## config.mk

```make
export PLATFORM = sky130hd
export DESIGN_NAME = wdg_top
export DESIGN_NICKNAME = d
export VERILOG_FILES = /design/src/rtl/wdg_pkg.sv /design/src/rtl/wdg_tick_sync.sv /design/src/rtl/wdg_reload_reg.sv /design/src/rtl/wdg_counter.sv /design/src/rtl/wdg_response.sv /design/src/rtl/wdg_top.sv
export SDC_FILE = /design/constraint.sdc
export NUM_CORES = 1
export LEC_CHECK = 0
export BUFFER_PORTS_ARGS = -buffer_cell sky130_fd_sc_hd__buf_2
export CAP_MARGIN = 0
export CORE_UTILIZATION = 54
export CTS_CLUSTER_DIAMETER = 40
export DETAILED_ROUTE_END_ITERATION = 10
export GPL_TIMING_DRIVEN = 1
export PLACE_DENSITY = 0.85
export SLEW_MARGIN = 15
export SYNTH_ARGS = -nofsm -noshare
export SYNTH_HDL_FRONTEND = slang
export SYNTH_SLANG_ARGS = --single-unit
export TNS_END_PERCENT = 10
```

## constraint.sdc

```tcl
create_clock -name clk -period 2.15 [get_ports clk]
set_input_delay 0.215 -clock clk [delete_from_list [all_inputs] [get_ports clk]]
set_output_delay 0.215 -clock clk [all_outputs]
set_load 0.01 [all_outputs]
```

## src/rtl/wdg_pkg.sv

```systemverilog
// Shared constants and types for the watchdog timer.
package wdg_pkg;
    localparam int WDG_CNT_W      = 16;
    localparam int WDG_LANE_W     = 8;
    localparam logic [WDG_CNT_W-1:0] WDG_RELOAD_RST = 16'h0400;

    // Time-out response option
    typedef enum logic {
        RESP_EXC = 1'b0,
        RESP_RST = 1'b1
    } wdg_resp_e;
endpackage

```

## src/rtl/wdg_tick_sync.sv

```systemverilog
// Brings the slow oscillator level into the system clock domain and turns
// each rising edge into a one-cycle tick enable.
// Assumes the oscillator is much slower than clk (period >= 2 clk cycles).
module wdg_tick_sync #(
    parameter int SYNC_STAGES = 2
) (
    input  logic clk,
    input  logic rst_n,
    input  logic osc_i,
    output logic tick_o
);
    localparam int LAST = SYNC_STAGES - 1;

    logic [SYNC_STAGES-1:0] sync_q;
    logic                   prev_q;

    // Synchronizer chain plus one stage of history for edge detection
    always_ff @(posedge clk) begin
        if (!rst_n) begin
            sync_q <= '0;
            prev_q <= 1'b0;
        end else begin
            sync_q <= {sync_q[SYNC_STAGES-2:0], osc_i};
            prev_q <= sync_q[LAST];
        end
    end

    // Rising edge of the synchronized level
    always_comb tick_o = sync_q[LAST] & ~prev_q;

    AST_TICK_SINGLE: assert property (@(posedge clk) disable iff (!rst_n)
        tick_o |=> !tick_o);
endmodule

```

## src/rtl/wdg_reload_reg.sv

```systemverilog
// Reload value register written one byte lane at a time.
// Assumes CNT_W is a multiple of LANE_W.
module wdg_reload_reg #(
    parameter int CNT_W   = wdg_pkg::WDG_CNT_W,
    parameter int LANE_W  = wdg_pkg::WDG_LANE_W,
    parameter logic [CNT_W-1:0] RST_VAL = wdg_pkg::WDG_RELOAD_RST
) (
    input  logic                          clk,
    input  logic                          rst_n,
    input  logic [CNT_W/LANE_W-1:0]       lane_we,
    input  logic [LANE_W-1:0]             wdata,
    output logic [CNT_W-1:0]              reload_o
);
    localparam int LANES = CNT_W / LANE_W;

    logic [CNT_W-1:0] val_q;

    for (genvar g = 0; g < LANES; g++) begin : g_lane
        // One byte lane of the reload value
        always_ff @(posedge clk) begin
            if (!rst_n)
                val_q[g*LANE_W +: LANE_W] <= RST_VAL[g*LANE_W +: LANE_W];
            else if (lane_we[g])
                val_q[g*LANE_W +: LANE_W] <= wdata;
        end

        AST_LANE_HOLD: assert property (@(posedge clk) disable iff (!rst_n)
            !lane_we[g] |=> $stable(val_q[g*LANE_W +: LANE_W]));
    end

    always_comb reload_o = val_q;
endmodule

```

## src/rtl/wdg_counter.sv

```systemverilog
// Down counter: loads on first enable, reloads on refresh or debug,
// decrements on tick, and flags expiry on the tick that reaches zero.
// Both responses reload the counter at expiry. A reload of zero spans the
// whole counter range.
module wdg_counter #(
    parameter int CNT_W = wdg_pkg::WDG_CNT_W
) (
    input  logic             clk,
    input  logic             rst_n,
    input  logic             enable,
    input  logic             refresh,
    input  logic             debug_mode,
    input  logic             tick,
    input  logic [CNT_W-1:0] reload_i,
    output logic [CNT_W-1:0] cnt_o,
    output logic             expire_o
);
    localparam logic [CNT_W-1:0] ONE = {{(CNT_W-1){1'b0}}, 1'b1};

    logic [CNT_W-1:0] cnt_q;
    logic             run_q;
    logic             reload_now;

    // Refresh sources once the counter is running
    always_comb reload_now = refresh | debug_mode;

    // Tick that brings the count from one to zero
    always_comb expire_o = enable & run_q & ~reload_now & tick & (cnt_q == ONE);

    // Counter state update in priority order
    always_ff @(posedge clk) begin
        if (!rst_n) begin
            cnt_q <= '0;
            run_q <= 1'b0;
        end else if (!enable) begin
            cnt_q <= '0;
            run_q <= 1'b0;
        end else if (!run_q) begin
            cnt_q <= reload_i;
            run_q <= 1'b1;
        end else if (reload_now || expire_o) begin
            cnt_q <= reload_i;
        end else if (tick) begin
            cnt_q <= cnt_q - ONE;
        end
    end

    always_comb cnt_o = cnt_q;

    AST_HOLD_NO_TICK: assert property (@(posedge clk) disable iff (!rst_n)
        (run_q && enable && !reload_now && !tick) |=> $stable(cnt_q));
    AST_DEBUG_RELOAD: assert property (@(posedge clk) disable iff (!rst_n)
        (run_q && enable && debug_mode) |=> (cnt_q == $past(reload_i)));
    AST_DISABLED_ZERO: assert property (@(posedge clk) disable iff (!rst_n)
        !enable |=> (cnt_q == '0));
endmodule

```

## src/rtl/wdg_response.sv

```systemverilog
// Turns an expiry into a reset hold, an exception pulse, a wake pulse and
// sticky status flags. The reset hold lasts until the next tick.
module wdg_response (
    input  logic              clk,
    input  logic              rst_n,
    input  logic              expire,
    input  logic              tick,
    input  wdg_pkg::wdg_resp_e resp,
    input  logic              stop_mode,
    input  logic              stat_clr,
    output logic              rst_o,
    output logic              exc_o,
    output logic              wake_o,
    output logic              flag_wdt_o,
    output logic              flag_stop_o
);
    import wdg_pkg::*;

    logic rst_q, exc_q, wake_q, fw_q, fs_q;
    logic exc_now, wake_now;

    always_comb exc_now  = expire & (resp == RESP_EXC);
    always_comb wake_now = exc_now & stop_mode;

    // Reset request: set on expiry in reset mode, dropped on the next tick
    always_ff @(posedge clk) begin
        if (!rst_n)                          rst_q <= 1'b0;
        else if (expire && resp == RESP_RST) rst_q <= 1'b1;
        else if (tick)                       rst_q <= 1'b0;
    end

    // Single-cycle exception and wake pulses
    always_ff @(posedge clk) begin
        if (!rst_n) begin
            exc_q  <= 1'b0;
            wake_q <= 1'b0;
        end else begin
            exc_q  <= exc_now;
            wake_q <= wake_now;
        end
    end

    // Sticky status flags; a set beats a clear in the same cycle
    always_ff @(posedge clk) begin
        if (!rst_n) begin
            fw_q <= 1'b0;
            fs_q <= 1'b0;
        end else begin
            if (expire)        fw_q <= 1'b1;
            else if (stat_clr) fw_q <= 1'b0;
            if (wake_now)      fs_q <= 1'b1;
            else if (stat_clr) fs_q <= 1'b0;
        end
    end

    always_comb begin
        rst_o       = rst_q;
        exc_o       = exc_q;
        wake_o      = wake_q;
        flag_wdt_o  = fw_q;
        flag_stop_o = fs_q;
    end

    AST_EXC_PULSE: assert property (@(posedge clk) disable iff (!rst_n)
        exc_q |=> !exc_q);
    AST_WAKE_WITH_EXC: assert property (@(posedge clk) disable iff (!rst_n)
        wake_q |-> (exc_q && fs_q && fw_q));
    AST_FLAG_STICKY: assert property (@(posedge clk) disable iff (!rst_n)
        (fw_q && !stat_clr) |=> fw_q);
    AST_RESET_HOLD: assert property (@(posedge clk) disable iff (!rst_n)
        (rst_q && !tick) |=> rst_q);
endmodule

```

## src/rtl/wdg_top.sv

```systemverilog
// Watchdog timer top: oscillator tick synchronizer, byte-wide reload
// register, down counter and time-out response logic.
// Assumes resp_sel is static while the watchdog runs.
module wdg_top #(
    parameter int CNT_W       = wdg_pkg::WDG_CNT_W,
    parameter int SYNC_STAGES = 2
) (
    input  logic             clk,
    input  logic             rst_n,
    input  logic             osc_in,
    input  logic             enable,
    input  logic             refresh,
    input  logic [1:0]       rld_we,
    input  logic [7:0]       rld_wdata,
    input  logic             resp_sel,
    input  logic             debug_mode,
    input  logic             stop_mode,
    input  logic             stat_clr,
    output logic             wdt_reset_o,
    output logic             exc_req_o,
    output logic             wake_req_o,
    output logic             stat_wdt_o,
    output logic             stat_stop_o,
    output logic [CNT_W-1:0] count_o
);
    import wdg_pkg::*;

    logic             tick;
    logic             expire;
    logic [CNT_W-1:0] reload;
    wdg_resp_e        resp;

    always_comb resp = wdg_resp_e'(resp_sel);

    wdg_tick_sync #(.SYNC_STAGES(SYNC_STAGES)) u_sync (
        .clk(clk), .rst_n(rst_n), .osc_i(osc_in), .tick_o(tick)
    );

    wdg_reload_reg #(.CNT_W(CNT_W), .LANE_W(8)) u_reload (
        .clk(clk), .rst_n(rst_n), .lane_we(rld_we), .wdata(rld_wdata),
        .reload_o(reload)
    );

    wdg_counter #(.CNT_W(CNT_W)) u_cnt (
        .clk(clk), .rst_n(rst_n), .enable(enable), .refresh(refresh),
        .debug_mode(debug_mode), .tick(tick), .reload_i(reload),
        .cnt_o(count_o), .expire_o(expire)
    );

    wdg_response u_resp (
        .clk(clk), .rst_n(rst_n), .expire(expire), .tick(tick), .resp(resp),
        .stop_mode(stop_mode), .stat_clr(stat_clr),
        .rst_o(wdt_reset_o), .exc_o(exc_req_o), .wake_o(wake_req_o),
        .flag_wdt_o(stat_wdt_o), .flag_stop_o(stat_stop_o)
    );

    AST_NO_OUT_DISABLED: assert property (@(posedge clk) disable iff (!rst_n)
        (!enable && !$past(enable)) |-> (!exc_req_o && !wake_req_o));
endmodule

```

==> Word level (Yosys, flattened, before mapping) <==
Index checks and enable logic that the tools add are counted.
W data, S select, Z words.
{ "totals": {"in_bits": 19, "ff_bits": 41, "output_inout_bits": 21, "elab_cells": 40} }
{ "classes": {"reduce_logical": 6, "bitwise_logic": 11, "muxes": 9, "n_eq_ne": 2, "addsub": 1} }
{ "op_table": {"columns": ["operator", "n"], "rows": [
  ["$mux W16", 3],
  ["$eq A16 B1 Y1 const B", 1],
  ["$sub A16 B1 Y16 const B", 1],
  ["$and A1 B1 Y1", 7],
  ["$mux W1", 6],
  ["$reduce_bool A2 Y1", 3],
  ["$ne A3 B2 Y1 const B", 1],
  ["$not A1 Y1", 3],
  ["$reduce_and A2 Y1", 1],
  ["$logic_and A1 B1 Y1", 1],
  ["$logic_or A1 B1 Y1", 1],
  ["$or A1 B1 Y1", 1]
]} }

==> Depth between registers and ports, before layout <==
{ "depth": {"ltp_word": 8, "mapped_depth": 8, "mapped_depth_nobuf": 7} }

==> Modules after synthesis <==
From an unflattened synthesis, not the netlist that was laid out.
{ "unflattened": {"cells_unflattened": 214, "area_unflattened_um2": 2043.2} }
{ "modules_own_cells": {"columns": ["mod", "area_per_inst_um2", "cells_each", "instances", "seq_area_each_um2"], "rows": [
  ["wdg_counter", 1177.4, 142, 1, 340.3],
  ["wdg_reload_reg", 605.6, 51, 1, 320.3],
  ["wdg_response", 167.7, 14, 1, 100.1],
  ["wdg_tick_sync", 92.6, 7, 1, 60.1]
]} }

==> Least setup slack after synthesis <==
OpenSTA, ideal clock, no wires.
{ "synth_path": {"path_type": "register to register", "startpoint": "register u_cnt.cnt_q[4], in the netlist u_cnt.cnt_o[4]", "endpoint": "register u_cnt.cnt_q[10], in the netlist u_cnt.cnt_o[10]", "stages_incl_launch_ff": 7, "setup_time_ns": 0.126, "setup_slack_ns": 0.219, "path_buffers": 1, "synth_period_minus_slack_ns": 1.931, "t_required_ns": 2.024, "t_arrival_ns": 1.805, "cell_sequence": "dfxtp_1 > buf_6 > or4_4 > or4_1 > nor2_1 > a31o_2 > nor3_2"} }
{ "synth_between": {"elab_chain_cells": 5, "elab_cells_between_ends": 8, "classes_between": "1 x add/sub; 2 x eq/ne; 3 x mux; 1 x bitwise; 1 x reduce/logical"} }
{ "synth_lines": {"columns": ["item", "line_no", "rtl"], "rows": [
  ["from (decl)", "wdg_counter.sv:20", "logic [CNT_W-1:0] cnt_q;"],
  ["from (signal assigned)", "wdg_counter.sv:39", "cnt_q <= reload_i;"],
  ["from (signal assigned)", "wdg_counter.sv:42", "cnt_q <= reload_i;"],
  ["from (signal assigned)", "wdg_counter.sv:44", "cnt_q <= cnt_q - ONE;"],
  ["parallel branches: the longest is 5 deep, another holds $sub A16 B1 Y16", null, null]
]} }
Several ways; the timed one is not identified. The select of a mux whose other input is x is not followed.
A chain may end at the register's enable or synchronous reset.

==> Worst setup path after layout <==
{ "layout_path": {"startpoint": "register u_cnt.cnt_q[1], in the netlist u_cnt.cnt_o[1]", "endpoint": "register u_cnt.cnt_q[14], in the netlist u_cnt.cnt_o[14]"} }
Same word-level chain as after synthesis.

==> results.sh <==
export IMPL_r2r_slack_ns=0.13
export IMPL_hp_start="osc_in"
export IMPL_synth_edf_count=0
export IMPL_antenna_found_initial=0
export IMPL_drtPass1Iterations=4
export IMPL_antennaDiodeCount=0
export IMPL_dieArea_mm2=0.00400
export IMPL_multi_input_area_mm2=0.00115
export IMPL_syn_area_mm2=0.00203
export IMPL_min_period_over_period_pct=93.8
export IMPL_gp_congestion=0.926
export IMPL_drc=0
export IMPL_routed_wl_um=5220
export IMPL_rsz0062_at_grt="no"
export IMPL_hold_class="primary input to flip-flop"
export IMPL_via_per_inst=5.95
export IMPL_pwr_density_cell_mw_per_mm2=691
export IMPL_port_buffers=39
export IMPL_wire_per_inst_um=16.3
export IMPL_r2r_end="u_cnt.cnt_o[14]$_SDFFE_PN0P_"
export IMPL_fin_skew_ns=0.00717
export IMPL_io_pins=40
export IMPL_grtUsageTotal_pct=27.3
export IMPL_dp_hpwl_um=3710
export IMPL_required_ns=2.35
export IMPL_critical_path_class="flip-flop to flip-flop"
export IMPL_postCtsSetupBuffers=0
export IMPL_nets=294
export IMPL_hold_ws_ns=0.106
export IMPL_numCtsBuffers=5
export IMPL_areaGrowthSynthToFinish_pct=20.3
export IMPL_row_count=21
export IMPL_cts_tree="built"
export IMPL_end_kind="flip-flop"
export IMPL_cts_hold_buf=0
export IMPL_overflow=0
export IMPL_timing_rr_start="u_cnt.cnt_o[1]$_SDFFE_PN0P_"
export IMPL_grt_pass1_wl_um=8270
export IMPL_synth_cell_types=51
export IMPL_synth_fp_nets=249
export IMPL_tightest_slew_ns=0.504
export IMPL_ant_nets=0
export IMPL_maxSlewHeadroom_pct=66.3
export IMPL_seq_area_frac_synth_pct=40.5
export IMPL_p_leak_nw=0.998
export IMPL_ir_drop_uv=612
export IMPL_synthCells=228
export IMPL_period_needed_ns=2.02
export IMPL_layout_common_cells="dfxtp_1 (40), buf_2 (39), nor2_1 (25)"
export IMPL_drt_iter0_drc=220
export IMPL_initial_core_util_pct=58.4
export IMPL_mostFrequentLayoutCell="dfxtp_1"
export IMPL_clkSlewWorstSetupHoldPaths_ns=0.08
export IMPL_die_h_um=63.2
export IMPL_yosysWarnings=0
export IMPL_regArea_um2=822
export IMPL_clock_sinks=41
export IMPL_core_area_mm2=0.00347
export IMPL_insertion_delay_ns=0.31
export IMPL_die_w_um=63.2
export IMPL_setup_viol=0
export IMPL_hold_viol=0
export IMPL_first_global_vias=1711
export IMPL_hold_path_end="u_sync.sync_q[0]$_SDFF_PN0_"
export IMPL_setup_tns_ns=0
export IMPL_fillers=300
export IMPL_drv_slew=0
export IMPL_htree_levels=2
export IMPL_syn_area_per_cell_um2=8.88
export IMPL_hold_path_cell_count=2
export IMPL_grt_max_degree=25
export IMPL_reg2reg_depth=6
export IMPL_cts_resized=0
export IMPL_ys_ff_latch=41
export IMPL_drive_gt1_share_pct=26.3
export IMPL_status="finished, final reports clean"
export IMPL_cp_arrival_ns=2.22
export IMPL_synth_ff_type="dfxtp_1"
export IMPL_cts_buffer_depth=2
export IMPL_synthArstFlopShare_pct=0
export IMPL_vias=1904
export IMPL_drv_cap=0
export IMPL_worstPathMaxFanout=6
export IMPL_cp_start_kind="flip-flop"
export IMPL_max_freq_mhz=496
export IMPL_root_buffer="clkbuf_8"
layer usage:
| layer | vias up | wire length (um) | track usage (%) |
|---|---|---|---|
| li1 | 926 | - | - |
| met2 | 98 | 2390 | 43.4 |
| met3 | 11 | 455 | 6.34 |
| met1 | 869 | 2280 | 34.9 |
| met4 | 0 | 87 | 12.2 |
| met5 | - | 0 | 0 |
power breakdown:
part | internal [W] | switching (W) | total, W
sequential | 0.000789 | 0.0000298 | 0.000819
combinational | 0.000105 | 0.000124 | 0.000229
clock | 0.000349 | 0.000287 | 0.000635
logic make-up after synthesis:
logic type      share of synthesized area (%)
fa+ha+maj                                1.24
compound gates                           14.9
buf+inv                                  3.71
xor+xnor                                 1.30
flops                                    40.5
mux                                      8.96
simple gates                             29.4
through the flow:
| stage | worst slack [ns] | power, W | area [um2] | instances | util (%) |
|---|---|---|---|---|---|
| finish | 0.133 | 0.00168 | 2440 | 320 | 70.2 |
| global route | 0.0136 | 0.00174 | 2440 | 320 | 70.2 |
| CTS | 0.0410 | 0.00168 | 2420 | 320 | 69.7 |
| detailed placement | 0.0466 | 0.00105 | 2300 | 312 | 66.5 |
| global placement | 0.229 | 0.00105 | 2300 | 312 | 66.5 |
| floorplan | 0.219 | 0.000981 | 2030 | 228 | - |
worst max-delay path, stage by stage, from the launching register on:
cell and delay [ns]:
dfxtp_1 0.36, inv_1 0.10, ha_1 0.21, or3b_2 0.54, or4_1 0.44, xor2_1 0.16
o22ai_1 0.09
how the worst max path moves through the flow:
stage,startpoint,endpoint,slack [ns],cells past startpoint
2_1_floorplan,u_cnt.cnt_o[4]$_SDFFE_PN0P_,u_cnt.cnt_o[10]$_SDFFE_PN0P_,0.22,6
3_3_place_gp,u_cnt.cnt_o[0]$_SDFFE_PN0P_,u_cnt.cnt_o[14]$_SDFFE_PN0P_,0.23,6
3_5_place_dp,u_cnt.cnt_o[0]$_SDFFE_PN0P_,u_cnt.cnt_o[8]$_SDFFE_PN0P_,0.05,6
4_1_cts,u_cnt.cnt_o[0]$_SDFFE_PN0P_,u_cnt.cnt_o[8]$_SDFFE_PN0P_,0.04,6
5_1_grt,u_cnt.cnt_o[0]$_SDFFE_PN0P_,u_cnt.cnt_o[8]$_SDFFE_PN0P_,0.01,6
6_report,u_cnt.cnt_o[1]$_SDFFE_PN0P_,u_cnt.cnt_o[14]$_SDFFE_PN0P_,0.13,6
layout make-up:
class                           count  area share (%)
Clock inverter                      2            1.59
Timing Repair Buffer               50            11.4
Inverter                            5           0.770
Sequential cell                    41            33.7
Clock buffer                        6            2.98
Tap cell                           46            2.36
Multi-Input combinational cell    170            47.1
cells in the mapped netlist, types with 2 or more instances:
| master | n | area share (%) |
|---|---|---|
| a211oi_1 | 2 | 0.74 |
| a21boi_0 | 2 | 0.74 |
| a21oi_1 | 5 | 1.2 |
| a22oi_1 | 2 | 0.74 |
| a2bb2oi_1 | 2 | 0.86 |
| a31oi_1 | 5 | 1.5 |
| and2_1 | 4 | 1.2 |
| buf_2 | 2 | 0.49 |
| clkbuf_1 | 8 | 1.5 |
| dfxtp_1 | 41 | 41 |
| ha_1 | 2 | 1.2 |
| inv_1 | 4 | 0.74 |
| mux2i_1 | 17 | 8.4 |
| nand2_1 | 13 | 2.4 |
| nand2b_1 | 4 | 1.2 |
| nand3_1 | 9 | 2.2 |
| nand4_1 | 3 | 0.93 |
| nor2_1 | 25 | 4.6 |
| nor2b_1 | 17 | 5.3 |
| nor3_1 | 7 | 1.7 |
| nor3b_1 | 2 | 0.74 |
| nor4_1 | 7 | 2.2 |
| o2111a_1 | 3 | 1.7 |
| o21ai_0 | 7 | 1.7 |
| o22ai_1 | 2 | 0.62 |
| o311ai_0 | 2 | 0.86 |
| or3_1 | 3 | 0.93 |
| or3b_2 | 2 | 0.86 |
| or4_1 | 3 | 1.1 |
| xor2_1 | 2 | 0.86 |
state kept, by name, summed over array words and instances (netlist names):
| name | flops |
|---|---|
| u_cnt.cnt_o | 16 |
| u_cnt.run_q | 1 |
| u_reload.reload_o | 16 |
| u_resp.exc_o | 1 |
| u_resp.flag_stop_o | 1 |
| u_resp.flag_wdt_o | 1 |
| u_resp.rst_o | 1 |
| u_resp.wake_o | 1 |
| u_sync.prev_q | 1 |
| u_sync.sync_q | 2 |
(Power assumes the default switching activity.)
